**config.mk**
```make
export PLATFORM = sky130hd
export DESIGN_NAME = tcc_pair
export DESIGN_NICKNAME = d
export VERILOG_FILES = /design/src/rtl/tcc_pkg.sv /design/src/rtl/tcc_sync_edge.sv /design/src/rtl/tcc_counter.sv /design/src/rtl/tcc_channel.sv /design/src/rtl/tcc_pair.sv
export SDC_FILE = /design/constraint.sdc
export NUM_CORES = 1
export LEC_CHECK = 0
export BUFFER_PORTS_ARGS = -buffer_cell sky130_fd_sc_hd__clkbuf_2
export CAP_MARGIN = 20
export CORE_MARGIN = 10
export CORE_UTILIZATION = 41
export DETAILED_ROUTE_END_ITERATION = 6
export PLACE_DENSITY = 0.64
export SLEW_MARGIN = 20
export SYNTH_ARGS = -nofsm -noshare
export SYNTH_HDL_FRONTEND = slang
export SYNTH_HIERARCHICAL = 1
export SYNTH_SLANG_ARGS = --single-unit
```
**constraint.sdc**
```tcl
create_clock -name clk -period 4 [get_ports clk]
set_input_delay 0.4 -clock clk [delete_from_list [all_inputs] [get_ports clk]]
set_output_delay 0.4 -clock clk [all_outputs]
set_load 0.02 [all_outputs]
```
**src/rtl/tcc_pkg.sv**
```systemverilog
package tcc_pkg;

  typedef enum logic [1:0] {
    OSEL_KEEP   = 2'b00,
    OSEL_LOW    = 2'b01,
    OSEL_HIGH   = 2'b10,
    OSEL_TOGGLE = 2'b11
  } osel_e;

  // status byte layout: {flag, cap_en, edge_sel[1:0], osel[1:0], 2'b00}
  localparam int FLAG_BIT = 7;
  localparam int CAPM_BIT = 6;
  localparam int EDGE_LSB = 4;
  localparam int OSEL_LSB = 2;

  function automatic logic f_out_next(input logic cur, input logic [1:0] sel);
    case (osel_e'(sel))
      OSEL_LOW:    return 1'b0;
      OSEL_HIGH:   return 1'b1;
      OSEL_TOGGLE: return ~cur;
      default:     return cur;
    endcase
  endfunction

  function automatic logic f_edge_hit(input logic now, input logic prev,
                                      input logic [1:0] sel);
    logic rise, fall;
    rise = now & ~prev;
    fall = ~now & prev;
    if (sel[1])      return rise | fall;
    else if (sel[0]) return fall;
    else             return rise;
  endfunction

  function automatic logic f_flag_next(input logic cur, input logic set_ev,
                                       input logic clr_ev);
    if (set_ev)      return 1'b1;
    else if (clr_ev) return 1'b0;
    else             return cur;
  endfunction

endpackage

```
**src/rtl/tcc_sync_edge.sv**
```systemverilog
module tcc_sync_edge #(
  parameter int STAGES = 2
) (
  input  logic       clk,
  input  logic       rst_n,
  input  logic       din,
  input  logic [1:0] sel,
  output logic       hit
);
  import tcc_pkg::*;

  logic [STAGES-1:0] sr;
  logic              prev;

  generate
    if (STAGES == 1) begin : g_one
      always_ff @(posedge clk or negedge rst_n)
        if (!rst_n) sr <= '0;
        else        sr <= din;
    end else begin : g_many
      always_ff @(posedge clk or negedge rst_n)
        if (!rst_n) sr <= '0;
        else        sr <= {sr[STAGES-2:0], din};
    end
  endgenerate

  always_ff @(posedge clk or negedge rst_n)
    if (!rst_n) prev <= 1'b0;
    else        prev <= sr[STAGES-1];

  assign hit = f_edge_hit(sr[STAGES-1], prev, sel);
endmodule

```
**src/rtl/tcc_counter.sv**
```systemverilog
module tcc_counter #(
  parameter int DW = 8
) (
  input  logic          clk,
  input  logic          rst_n,
  input  logic          tick,
  output logic [DW-1:0] cnt,
  output logic [DW-1:0] nxt
);
  assign nxt = tick ? cnt + 1'b1 : cnt;

  always_ff @(posedge clk or negedge rst_n)
    if (!rst_n) cnt <= '0;
    else        cnt <= nxt;
endmodule

```
**src/rtl/tcc_channel.sv**
```systemverilog
module tcc_channel #(
  parameter int DW     = 8,
  parameter int STAGES = 2
) (
  input  logic          clk,
  input  logic          rst_n,
  input  logic          standby,
  input  logic          tick,
  input  logic          cap_in,
  input  logic          inhibit,
  input  logic          rb_we,
  input  logic          stat_we,
  input  logic          stat_re,
  input  logic [DW-1:0] wdata,
  output logic [DW-1:0] rb,
  output logic [DW-1:0] stat_byte,
  output logic [DW-1:0] cnt,
  output logic          tmr_out,
  output logic          flag,
  output logic          cap_mode,
  output logic          cmp_hit,
  output logic          cap_hit
);
  import tcc_pkg::*;

  logic [DW-1:0] nxt;
  logic [1:0]    edge_sel, osel;
  logic          armed, edge_hit, set_ev, clr_ev;

  tcc_counter #(.DW(DW)) u_cnt (
    .clk(clk), .rst_n(rst_n), .tick(tick), .cnt(cnt), .nxt(nxt)
  );

  tcc_sync_edge #(.STAGES(STAGES)) u_edge (
    .clk(clk), .rst_n(rst_n), .din(cap_in), .sel(edge_sel), .hit(edge_hit)
  );

  assign cap_hit = cap_mode & edge_hit;
  assign cmp_hit = tick & (nxt == rb) & ~cap_mode & ~inhibit;
  assign set_ev  = cmp_hit | cap_hit;
  assign clr_ev  = stat_we & ~wdata[FLAG_BIT] & armed;

  always_ff @(posedge clk or negedge rst_n)
    if (!rst_n) begin
      flag     <= 1'b0;
      armed    <= 1'b0;
      cap_mode <= 1'b0;
      edge_sel <= 2'b00;
      osel     <= 2'b00;
    end else begin
      flag <= f_flag_next(flag, set_ev, clr_ev);
      if (clr_ev && !set_ev)   armed <= 1'b0;
      else if (stat_re && flag) armed <= 1'b1;
      if (stat_we) begin
        cap_mode <= wdata[CAPM_BIT];
        edge_sel <= wdata[EDGE_LSB +: 2];
        osel     <= wdata[OSEL_LSB +: 2];
      end
    end

  always_ff @(posedge clk or negedge rst_n)
    if (!rst_n)       rb <= '1;
    else if (standby) rb <= '1;
    else if (cap_hit) rb <= cnt;
    else if (rb_we)   rb <= wdata;

  always_ff @(posedge clk or negedge rst_n)
    if (!rst_n)       tmr_out <= 1'b0;
    else if (cmp_hit) tmr_out <= f_out_next(tmr_out, osel);

  assign stat_byte = {flag, cap_mode, edge_sel, osel, {(DW-6){1'b0}}};
endmodule

```
**src/rtl/tcc_pair.sv**
```systemverilog
module tcc_pair #(
  parameter int DW     = 8,
  parameter int STAGES = 2
) (
  input  logic          clk,
  input  logic          rst_n,
  input  logic          standby,
  input  logic [1:0]    tick,
  input  logic [1:0]    cap_in,
  input  logic          bus_en,
  input  logic          bus_wr,
  input  logic          bus_word,
  input  logic [1:0]    bus_addr,
  input  logic [2*DW-1:0] bus_wdata,
  output logic [2*DW-1:0] bus_rdata,
  output logic [1:0]    tmr_out
);
  localparam int NCH = 2;
  localparam int WW  = 2 * DW;

  logic [NCH-1:0][DW-1:0] rb_q, stat_q, cnt_q, rd_byte, ch_wdata;
  logic [NCH-1:0] flag_q, cap_mode, cmp_hit, cap_hit, inhibit;
  logic [NCH-1:0] ch_sel, rb_we, stat_we, stat_re;
  logic           reg_is_rb;

  assign reg_is_rb = bus_addr[1];

  for (genvar i = 0; i < NCH; i++) begin : g_ch
    assign ch_sel[i]   = bus_en & (bus_word | (bus_addr[0] == i[0]));
    assign rb_we[i]    = ch_sel[i] & bus_wr & reg_is_rb;
    assign stat_we[i]  = ch_sel[i] & bus_wr & ~reg_is_rb;
    assign stat_re[i]  = ch_sel[i] & ~bus_wr & ~reg_is_rb;
    assign ch_wdata[i] = (bus_word && i == 0) ? bus_wdata[WW-1:DW]
                                              : bus_wdata[DW-1:0];
    assign rd_byte[i]  = reg_is_rb ? rb_q[i] : stat_q[i];

    if (i % 2 == 0) begin : g_even
      assign inhibit[i] = cap_mode[i+1];
    end else begin : g_odd
      assign inhibit[i] = 1'b0;
    end

    tcc_channel #(.DW(DW), .STAGES(STAGES)) u_chan (
      .clk(clk), .rst_n(rst_n), .standby(standby), .tick(tick[i]),
      .cap_in(cap_in[i]), .inhibit(inhibit[i]), .rb_we(rb_we[i]),
      .stat_we(stat_we[i]), .stat_re(stat_re[i]), .wdata(ch_wdata[i]),
      .rb(rb_q[i]), .stat_byte(stat_q[i]), .cnt(cnt_q[i]),
      .tmr_out(tmr_out[i]), .flag(flag_q[i]), .cap_mode(cap_mode[i]),
      .cmp_hit(cmp_hit[i]), .cap_hit(cap_hit[i])
    );
  end

  always_comb begin
    if (bus_word) bus_rdata = {rd_byte[0], rd_byte[1]};
    else          bus_rdata = {{DW{1'b0}}, rd_byte[bus_addr[0]]};
  end
endmodule

```
==> results of run 1 <==
## sequential cells by signal, indices dropped and copies added, names as in the netlist, 4 cells and up
register               cells
g_ch.u_chan/rb            16
g_ch.u_chan/osel           4
g_ch.u_chan/u_edge/sr      4
g_ch.u_chan/u_cnt/cnt     16
g_ch.u_chan/edge_sel       4
## where the power goes
part           total, mW  internal [mW]  switching (mW)
Sequential         0.870          0.706           0.164
Combinational      0.602          0.294           0.308
Clock              0.311          0.142           0.169
Total               1.78           1.14           0.642
## worst max path at each step
stage | slack (ns) | cells past startpoint | start | to
after CTS | 1.92 | 7 | bus_addr[1] | g_ch[0].u_chan/rb[4]$_DFFE_PN1P_
after detailed placement | 1.59 | 7 | bus_addr[1] | g_ch[0].u_chan/rb[4]$_DFFE_PN1P_
after global routing | 1.71 | 7 | bus_addr[1] | g_ch[1].u_chan/rb[6]$_DFFE_PN1P_
after floorplan | 2.15 | 6 | g_ch[1].u_chan/u_cnt/cnt[0]$_DFF_PN0_ | g_ch[1].u_chan/tmr_out$_DFFE_PN0P_
after global placement | 1.67 | 7 | bus_addr[1] | g_ch[0].u_chan/rb[6]$_DFFE_PN1P_
final | 1.93 | 7 | bus_addr[1] | g_ch[0].u_chan/rb[4]$_DFFE_PN1P_
## through the flow
stage	utilization [%]	instance area (µm²)
2_1_floorplan	-	3231
3_3_place_gp	44.92	3453
3_5_place_dp	44.92	3453
4_1_cts	46.09	3543
5_1_grt	46.09	3543
6_report	46.09	3543
## routing by layer
layer / track usage [%] / up-vias
li1: - / 1075
met1: 14.94 / 1057
met2: 21.77 / 24
met3: 2.655 / 8
met4: 3.766 / 0
met5: 0 / -
## layout make-up
cell class / instances / area [µm²]
Clock buffer: 8 / 90.09
Fill cell: 747 / 4144
Inverter: 6 / 22.52
Multi-Input combinational cell: 216 / 1699
Sequential cell: 54 / 1371
Tap cell: 102 / 127.6
Timing Repair Buffer: 46 / 232.7
==> qor.log, run 1 <==
INFO  final_layout   layout.nets=363
INFO  global_routing antenna_violations_before_repair=0
INFO  route          drt-wirelength-per-cell=16.24µm
INFO  yosys          yosysWarnings=6
INFO  route          drt_drc_violations_left=0
INFO  timing         period_minus_slack=2.071ns
INFO  clock_tree     clockRootBuffer=clkbuf_8
INFO  route          top_metal_used=met4
INFO  floorplanning  dieWidth=108.7µm
INFO  outcome        run_status=finished, final reports clean
INFO  timing         period_utilization=51.77%
INFO  worst_setup_path criticalPathCategory=input port to flop
INFO  floorplanning  die_area=11,810µm²
INFO  route          via_count=2,164
INFO  global_routing grt_max_degree=36
INFO  floorplanning  floorplan.io_pins=46
INFO  timing         fmaxAchievable=482.9MHz
INFO  final_layout   drive_above_1_share=31.21%
INFO  worst_setup_path worst_setup_path_end_kind=flop
INFO  timing         final.setup.worst_slack=1.929ns
INFO  timing         fin_skew=0.003660ns
INFO  final_layout   layout.cells.most_common_list=clkbuf_2 (45), dfrtp_1 (38), nand2_1 (30)
INFO  worst_hold_path worstHoldPathType=input port to asynchronous set/reset pin
INFO  timing         setup-tns-final=0ns
INFO  worst_setup_path timing.critical_path.buf_inv=1
INFO  route          antenna_left=0
INFO  worst_setup_path endpoint_of_the_worst_register_to_register_path=g_ch[0].u_chan/tmr_out$_DFFE_PN0P_
INFO  route          met3RoutedLength=170µm
INFO  floorplanning  core_area=7687µm²
INFO  clock_tree     worst_skew_pair.late_latency=0.30ns
INFO  timing         grt_setup_unrepaired=no
INFO  clock_tree     cts_num_sinks=54
INFO  worst_setup_path crit_path_cell_trace=clkbuf_2 > nand3_1 > nor2_1 > mux2i_1 > nand2_1 > o21ai_0 > nand2b_1
INFO  clock_tree     tritoncts_clock_tree=yes
INFO  timing         final.hold.worst_slack=0.04498ns
INFO  placement      hpwl=5631µm
INFO  power_and_ir_drop irDropWorstVdd=0.0003703V
INFO  worst_setup_path crit-reg2reg-launch=g_ch[0].u_chan/u_cnt/cnt[0]$_DFF_PN0_
INFO  yosys          synthesis.instances=293
INFO  floorplanning  initial_util=41.93%
INFO  timing         relSlewSlack=38.07%
INFO  global_routing number_of_global_route_vias_before_repair=2,311
INFO  placement      dp.cells=424
INFO  yosys          synth.avg_cell_area=11.00µm²
INFO  clock_tree     cts_post_setup_buffers_inserted=0
INFO  clock_tree     clockBufferDepth=2
INFO  worst_setup_path worst_ep_required_time=4.23ns
INFO  power_and_ir_drop power-per-cell-area=503.3nW/µm²
INFO  worst_setup_path rrSetupSlack=1.97ns
INFO  clock_tree     ctsResizeCount=0
INFO  placement      io_buffer_count=45
INFO  worst_setup_path crit_fanout=19
INFO  global_routing grtUsageTotal=12.42%
INFO  route          drt-vias-per-instance=5.009
INFO  global_routing grt_first_pass_wirelength=11,680µm
INFO  power_and_ir_drop post-layout-total-power=1.783mW
INFO  clock_tree     cts_hold_buffers=0
INFO  floorplanning  die_h=108.7µm
INFO  timing         hold_violations=0
INFO  global_routing overflow=0
INFO  worst_setup_path path_delay_family=simple AND/OR/NAND/NOR gates
INFO  final_layout   layout.cells.most_common=clkbuf_2
INFO  route          count_of_routing_violations_after_the_opening_detailed_route_iteration=96
INFO  timing         timing_max_transition_violations_final=0
INFO  route          drt-met1-wl=3141µm
INFO  placement      gp_routability_congestion=0.8575
INFO  final_layout   antenna_cells=0
INFO  timing         setup_viol_count_final=0
INFO  worst_setup_path cp_data_arrival_time=2.31ns
INFO  worst_setup_path worst_r2r_path_depth=6
INFO  worst_setup_path critical_path.startpoint_type=input port
INFO  route          drt_pre_antenna_iters=4
INFO  route          totalWireLength=7014µm
INFO  placement      preCtsSetupSlack=1.592ns
INFO  yosys          syn-cell-area=3223µm²
INFO  timing         timing_worst_slew_pin_value=0.9256ns
INFO  clock_tree     clock_tree.htree_level_count=2
INFO  route          wl_met2=3599µm
INFO  power_and_ir_drop power.leakage=1.506nW
INFO  worst_setup_path critPathMaxStageDelay=0.74ns
INFO  floorplanning  std_cell_rows=32
INFO  worst_setup_path cp_slowest_cell=nor2_1
INFO  clock_tree     tritoncts.num_buffers=5
INFO  final_layout   finish.cell_count_without_fillers=432
INFO  clock_tree     clkTransAtPathRegs=0.09ns
INFO  final_layout   areaGrowthSynthToFinish=9.938%
INFO  job            max-cap-violations=0
(Power assumes the default switching activity.)
==> inputs of run 2 (changes only) <==
ABC_AREA = 1   (was unset)
clock period = 2.1 ns   (was 4 ns; I/O delays follow)
==> run 2 against run 1 <==
Clock power grew 79%; count of clock-buffer cells in the layout stayed put; power is 110% higher; combinational power grew to 2.6 times the previous value; core utilization increased by 0.25 points; worst setup slack lost 1.7 ns; critical endpoint is now g_ch[1].u_chan/rb[0]$_DFFE_PN1P_; largest power group unchanged.
==> qor.log, run 2 <==
INFO  timing         setup-tns-final=0ns
INFO  timing         grt_setup_unrepaired=no
INFO  power_and_ir_drop power.share.combinational=41.9%
INFO  floorplanning  initial_util=41.66%
INFO  power_and_ir_drop clock_power_share=14.8%
INFO  floorplanning  dieWidth=113.4µm
INFO  worst_setup_path criticalPathCategory=flop to flop
INFO  power_and_ir_drop power-per-cell-area=941.3nW/µm²
INFO  yosys          syn-cell-area=3580µm²
INFO  final_layout   finalCoreUtilization=46.35%
INFO  yosys          yosysWarnings=6
INFO  final_layout   layout.cells.most_common_list=nand2_1 (222), inv_1 (72), clkbuf_2 (45)
INFO  outcome        run_status=finished, final reports clean
INFO  worst_setup_path crit_path_frequent_cell=nand2_1
INFO  clock_tree     cts_num_sinks=54
INFO  global_routing grt_max_degree=25
INFO  floorplanning  die_h=113.4µm
INFO  clock_tree     cts_hold_buffers=1
INFO  clock_tree     clkTransAtPathRegs=0.09ns
INFO  placement      io_buffer_count=45
INFO  power_and_ir_drop p_int=2.139mW
INFO  floorplanning  die_area=12,870µm²
INFO  power_and_ir_drop power.leakage=2.228nW
INFO  final_layout   stdcell_area=3983µm²
INFO  route          drt_pre_antenna_iters=5
INFO  final_layout   areaGrowthSynthToFinish=11.25%
INFO  timing         period_utilization=87.57%
INFO  power_and_ir_drop seqPwrFrac=43.3%
INFO  route          drt_drc_violations_left=0
INFO  global_routing number_of_global_route_vias_before_repair=3,201
INFO  route          count_of_routing_violations_after_the_opening_detailed_route_iteration=251
INFO  power_and_ir_drop switching_share=42.94%
INFO  final_layout   drive_above_1_share=19.65%
INFO  worst_setup_path crit_fanout=8
INFO  timing         setup_viol_count_final=0
INFO  timing         final.setup.worst_slack=0.2611ns
INFO  timing         fmaxAchievable=543.8MHz
INFO  route          drt-vias-per-instance=4.795
INFO  placement      preCtsSetupSlack=0.2885ns
INFO  power_and_ir_drop p_sw=1.610mW
INFO  worst_setup_path timing.critical_path.buf_inv=2
INFO  worst_setup_path critical_path_cell_count=9
INFO  route          via_count=3,227
INFO  worst_hold_path worstHoldPathType=input port to flop
INFO  worst_setup_path rrSetupSlack=0.26ns
INFO  power_and_ir_drop irDropWorstVdd=0.0003173V
INFO  yosys          synth.avg_cell_area=6.964µm²
INFO  worst_setup_path critPathMaxStageDelay=0.38ns
INFO  clock_tree     worst_skew_pair.late_latency=0.30ns
INFO  worst_setup_path cp-startpoint=g_ch[1].u_chan/u_edge/sr[1]$_DFF_PN0_
INFO  final_layout   final.fill_count=900
INFO  clock_tree     tritoncts_clock_tree=yes
INFO  worst_setup_path worst_setup_path_endpoint=g_ch[1].u_chan/rb[0]$_DFFE_PN1P_
INFO  clock_tree     tritoncts.num_buffers=5
INFO  clock_tree     clockBufferDepth=2
INFO  final_layout   layout.nets=598
INFO  worst_setup_path cp_data_arrival_time=2.06ns
INFO  route          antenna_left=0
INFO  timing         timing_max_transition_violations_final=0
INFO  worst_setup_path worst_setup_path_end_kind=flop
INFO  placement      dp.cells=662
INFO  job            max-cap-violations=0
INFO  worst_setup_path critical_path.startpoint_type=flop
INFO  final_layout   multi_input_area=1768µm²
INFO  worst_setup_path worst_r2r_path_depth=9
INFO  timing         hold_violations=0
INFO  global_routing grtUsageTotal=14.67%
INFO  timing         period_minus_slack=1.839ns
INFO  clock_tree     ctsResizeCount=0
INFO  final_layout   register_area=1371µm²
INFO  placement      hpwl=7683µm
INFO  placement      dpl_cell_area=3872µm²
INFO  clock_tree     clock_tree.htree_level_count=2
INFO  timing         fin_skew=0.005864ns
INFO  placement      gp_routability_congestion=0.8574
INFO  final_layout   finish.cell_count_without_fillers=673
INFO  final_layout   antenna_cells=0
INFO  worst_setup_path path_delay_family=simple AND/OR/NAND/NOR gates
INFO  floorplanning  std_cell_rows=34
INFO  route          drt-wirelength-per-cell=13.82µm
INFO  floorplanning  core_area=8593µm²
INFO  worst_setup_path crit_path_cell_trace=inv_1 > ha_1 > or2_0 > nand2_1 > nand2_1 > nand2_2 > inv_2 > nor2_4 > a32oi_1
INFO  route          totalWireLength=9301µm
INFO  clock_tree     clockRootBuffer=clkbuf_8
INFO  floorplanning  floorplan.io_pins=46
INFO  worst_setup_path worst_ep_required_time=2.32ns
INFO  global_routing overflow=0
INFO  final_layout   layout.cells.most_common=nand2_1
INFO  worst_setup_path crit-reg2reg-launch=g_ch[1].u_chan/u_edge/sr[1]$_DFF_PN0_
INFO  global_routing grt_first_pass_wirelength=15,550µm
INFO  clock_tree     cts_post_setup_buffers_inserted=0
INFO  yosys          synthesis.instances=514
INFO  worst_setup_path cp_slowest_cell=dfrtp_1
INFO  global_routing antenna_violations_before_repair=0
INFO  worst_setup_path endpoint_of_the_worst_register_to_register_path=g_ch[1].u_chan/rb[0]$_DFFE_PN1P_
INFO  final_layout   largestRegisters=g_ch.u_chan/rb (16), g_ch.u_chan/u_cnt/cnt (16)
-- run 2: worst min path at each step --
stage                            start                                     end  slack, ns  cells past startpoint
after global routing      bus_wdata[3]      g_ch[1].u_chan/osel[1]$_DFFE_PN0P_       0.15                      3
after detailed placement         rst_n   g_ch[1].u_chan/u_cnt/cnt[7]$_DFF_PN0_       0.20                      1
after global placement           rst_n   g_ch[1].u_chan/u_cnt/cnt[7]$_DFF_PN0_       0.20                      1
after floorplan                  rst_n        g_ch[0].u_chan/armed$_DFFE_PN0P_      -0.09                      0
final                     bus_wdata[5]  g_ch[1].u_chan/edge_sel[1]$_DFFE_PN0P_       0.15                      3
after CTS                    cap_in[0]   g_ch[0].u_chan/u_edge/sr[0]$_DFF_PN0_      0.002                      1
-- run 2: metal layers --
| metal | GRT usage (%) | routed length [µm] | vias to the layer above |
|---|---|---|---|
| li1 | - | - | 1650 |
| met1 | 19.86 | 4402 | 1481 |
| met2 | 22.35 | 4024 | 84 |
| met3 | 3.727 | 699 | 12 |
| met4 | 4.653 | 174 | 0 |
| met5 | 0 | 0 | - |
-- run 2: worst register-to-register path, delay by kind of cell (launching register included) --
family	cells	cell delay, ns
buf+inv	2	0.14
simple gates	5	0.84
fa+ha+maj	1	0.27
compound gates	1	0.13
flops	1	0.38
-- run 2: metrics by stage --
step | power [mW] | hold slack [ns]
6_report | 3.749 | 0.1524
5_1_grt | 4.072 | 0.1499
4_1_cts | 3.764 | 0.001974
3_5_place_dp | 3.203 | 0.1987
3_3_place_gp | 3.156 | 0.1988
2_1_floorplan | 2.777 | -0.08559
-- run 2: power groups by stage --
stage                     clock network, mW  logic (mW)  registers (mW)
after global routing                  0.619        1.79            1.66
after detailed placement                  0        1.56            1.64
after global placement                    0        1.52            1.64
after CTS                             0.573        1.57            1.62
after floorplan                           0        1.22            1.56
final                                 0.556        1.57            1.62
-- run 2: final cells by class --
| type | instances | area share, % |
|---|---|---|
| clock buffer | 8 | 2.011 |
| inverter | 82 | 7.854 |
| multi-input combinational | 365 | 44.39 |
| sequential | 54 | 34.43 |
| tap | 108 | 3.393 |
| timing repair buffer | 56 | 7.917 |
==> inputs of run 3 (changes only) <==
CORE_ASPECT_RATIO = 0.5   (was unset)
==> run 3 against run 2 <==
Largest cell class unchanged; combinational power is 4% lower; register-to-register slack better by 0.04 ns; highest routed layer unchanged; clock skew up 0.0014 ns; critical path type unchanged; critical endpoint is now g_ch[1].u_chan/rb[2]$_DFFE_PN1P_.
==> qor.log, run 3 (synthesized netlist as in run 2, its figures left out) <==
INFO  outcome        run_status=finished, final reports clean
INFO  global_routing grtUsageTotal=13.77%
INFO  timing         fmaxAchievable=555.1MHz
INFO  power_and_ir_drop power.share.combinational=37.9%
INFO  power_and_ir_drop power.leakage=2.245nW
INFO  route          drt_pre_antenna_iters=4
INFO  final_layout   largestRegisters=g_ch.u_chan/rb (16), g_ch.u_chan/u_cnt/cnt (16)
INFO  placement      hpwl=7217µm
INFO  global_routing overflow=0
INFO  worst_setup_path crit_fanout=8
INFO  global_routing antenna_violations_before_repair=0
INFO  clock_tree     tritoncts.num_buffers=5
INFO  worst_setup_path worst_ep_required_time=2.31ns
INFO  power_and_ir_drop p_sw=1.620mW
INFO  final_layout   layout.cells.most_common=nand2_1
INFO  placement      gp_routability_congestion=0.8545
INFO  power_and_ir_drop switching_share=40.61%
INFO  global_routing grt_max_degree=23
INFO  power_and_ir_drop power-per-cell-area=991.6nW/µm²
INFO  clock_tree     cts_post_setup_buffers_inserted=0
INFO  clock_tree     cts_num_sinks=54
INFO  power_and_ir_drop seqPwrFrac=41.2%
INFO  route          drt_drc_violations_left=0
INFO  timing         setup-tns-final=0ns
INFO  floorplanning  floorplan.io_pins=46
INFO  power_and_ir_drop irDropWorstVdd=0.0003740V
INFO  floorplanning  initial_util=43.34%
INFO  final_layout   antenna_cells=0
INFO  clock_tree     clockRootBuffer=clkbuf_16
INFO  timing         timing_max_transition_violations_final=0
INFO  power_and_ir_drop p_int=2.369mW
INFO  final_layout   layout.cells.most_common_list=nand2_1 (222), inv_1 (72), clkbuf_2 (45)
INFO  timing         setup_viol_count_final=0
INFO  worst_setup_path critical_path.startpoint_type=flop
INFO  timing         hold_violations=0
INFO  route          antenna_left=0
INFO  worst_setup_path criticalPathCategory=flop to flop
INFO  clock_tree     tritoncts_clock_tree=yes
INFO  floorplanning  die_area=13,100µm²
INFO  clock_tree     clock_tree.htree_level_count=2
INFO  job            max-cap-violations=0
INFO  timing         final.setup.worst_slack=0.2987ns
INFO  floorplanning  die_h=86.07µm
INFO  worst_hold_path worstHoldPathType=input port to flop
INFO  worst_setup_path cp_data_arrival_time=2.01ns
INFO  route          via_count=3,194
INFO  placement      io_buffer_count=45
INFO  timing         timing_worst_slew_pin_value=0.5743ns
INFO  timing         period_utilization=85.78%
INFO  timing         grt_setup_unrepaired=no
INFO  power_and_ir_drop clock_power_share=20.9%
INFO  final_layout   layout.nets=595
INFO  timing         fin_skew=0.007273ns
INFO  placement      preCtsSetupSlack=0.3218ns
INFO  route          drt-wirelength-per-cell=13.27µm
INFO  global_routing grt_first_pass_wirelength=14,900µm
INFO  global_routing number_of_global_route_vias_before_repair=3,074
INFO  final_layout   areaGrowthSynthToFinish=12.37%
INFO  clock_tree     clkTransAtPathRegs=0.07ns
INFO  clock_tree     clockBufferDepth=2
INFO  route          drt-vias-per-instance=4.746
INFO  floorplanning  dieWidth=152.1µm
INFO  route          totalWireLength=8929µm
INFO  final_layout   drive_above_1_share=19.79%
INFO  floorplanning  core_area=8259µm²
INFO  clock_tree     worst_skew_pair.late_latency=0.30ns
INFO  timing         relSlewSlack=61.72%
INFO  floorplanning  std_cell_rows=23
INFO  route          count_of_routing_violations_after_the_opening_detailed_route_iteration=186
INFO  worst_setup_path worst_setup_path_end_kind=flop
INFO  timing         period_minus_slack=1.801ns
==> run 3: cell types whose count changed in the layout (fill, tap and decap cells not counted), sizes merged <==
cell and delta:
clkbuf -1, buf -1, dlygate4sd3 -2
==> run 3: power by group through the flow <==
stage | clock, mW | sequential, mW | combinational (mW)
3_5_place_dp | 0 | 1.66 | 1.51
3_3_place_gp | 0 | 1.65 | 1.49
5_1_grt | 0.891 | 1.69 | 1.73
4_1_cts | 0.848 | 1.64 | 1.53
2_1_floorplan | 0 | 1.56 | 1.22
6_report | 0.835 | 1.64 | 1.51
==> run 3: cell type report <==
type / instances / area, µm²
multi-input combinational: 365 / 1768
inverter: 82 / 312.8
timing repair buffer: 53 / 287.8
clock buffer: 7 / 142.6
sequential: 54 / 1371
fill: 847 / 4237
tap: 112 / 140.1
==> run 3: repair_timing <==
| action | 4_1_cts | 5_1_grt |
|---|---|---|
| gates resized for setup | 0 | 0 |
| endpoints found under the hold margin | 20 | 0 |
| hold buffers | 1 | 0 |
| endpoints found under the setup margin | 0 | 0 |
==> run 3: critical path: stages (launching register included) <==
cell	delay [ns]
dfrtp_1	0.38
inv_1	0.07
ha_1	0.29
or2_0	0.22
nand2_1	0.08
nand2_1	0.15
nand2_2	0.16
inv_2	0.08
nor2_4	0.17
a32oi_1	0.12
==> run 3: final timing paths <==
kind / start / to / slack [ns] / cells past startpoint
min in group asynchronous: rst_n / g_ch[1].u_chan/armed$_DFFE_PN0P_ / 0.44 / 2
max in group asynchronous: rst_n / g_ch[0].u_chan/rb[5]$_DFFE_PN1P_ / 0.95 / 3
worst max-delay path: g_ch[1].u_chan/u_edge/sr[1]$_DFF_PN0_ / g_ch[1].u_chan/rb[2]$_DFFE_PN1P_ / 0.30 / 9
worst min-delay path: cap_in[1] / g_ch[1].u_chan/u_edge/sr[0]$_DFF_PN0_ / 0.01 / 1
worst min register to register: g_ch[1].u_chan/u_edge/sr[0]$_DFF_PN0_ / g_ch[1].u_chan/u_edge/sr[1]$_DFF_PN0_ / 0.35 / 0
worst max register to register: g_ch[1].u_chan/u_edge/sr[1]$_DFF_PN0_ / g_ch[1].u_chan/rb[2]$_DFFE_PN1P_ / 0.30 / 9
==> run 3: stage by stage <==
step	cell area, µm²	power [mW]	hold WS (ns)	util [%]	std cells
3_3_place_gp	3870	3.142	0.2317	46.86	665
6_report	4023	3.989	0.01465	48.70	673
5_1_grt	4023	4.311	0.01248	48.70	673
3_5_place_dp	3870	3.169	0.2336	46.86	665
2_1_floorplan	3587	2.777	-0.08559	-	516
4_1_cts	4023	4.015	0.01610	48.70	673
==> run 3: metal layers <==
layer | track usage (%) | wire [µm]
met2 | 23.58 | 4279
met4 | 4.605 | 142
met5 | 0 | 0
met3 | 2.740 | 341
met1 | 17.08 | 4166
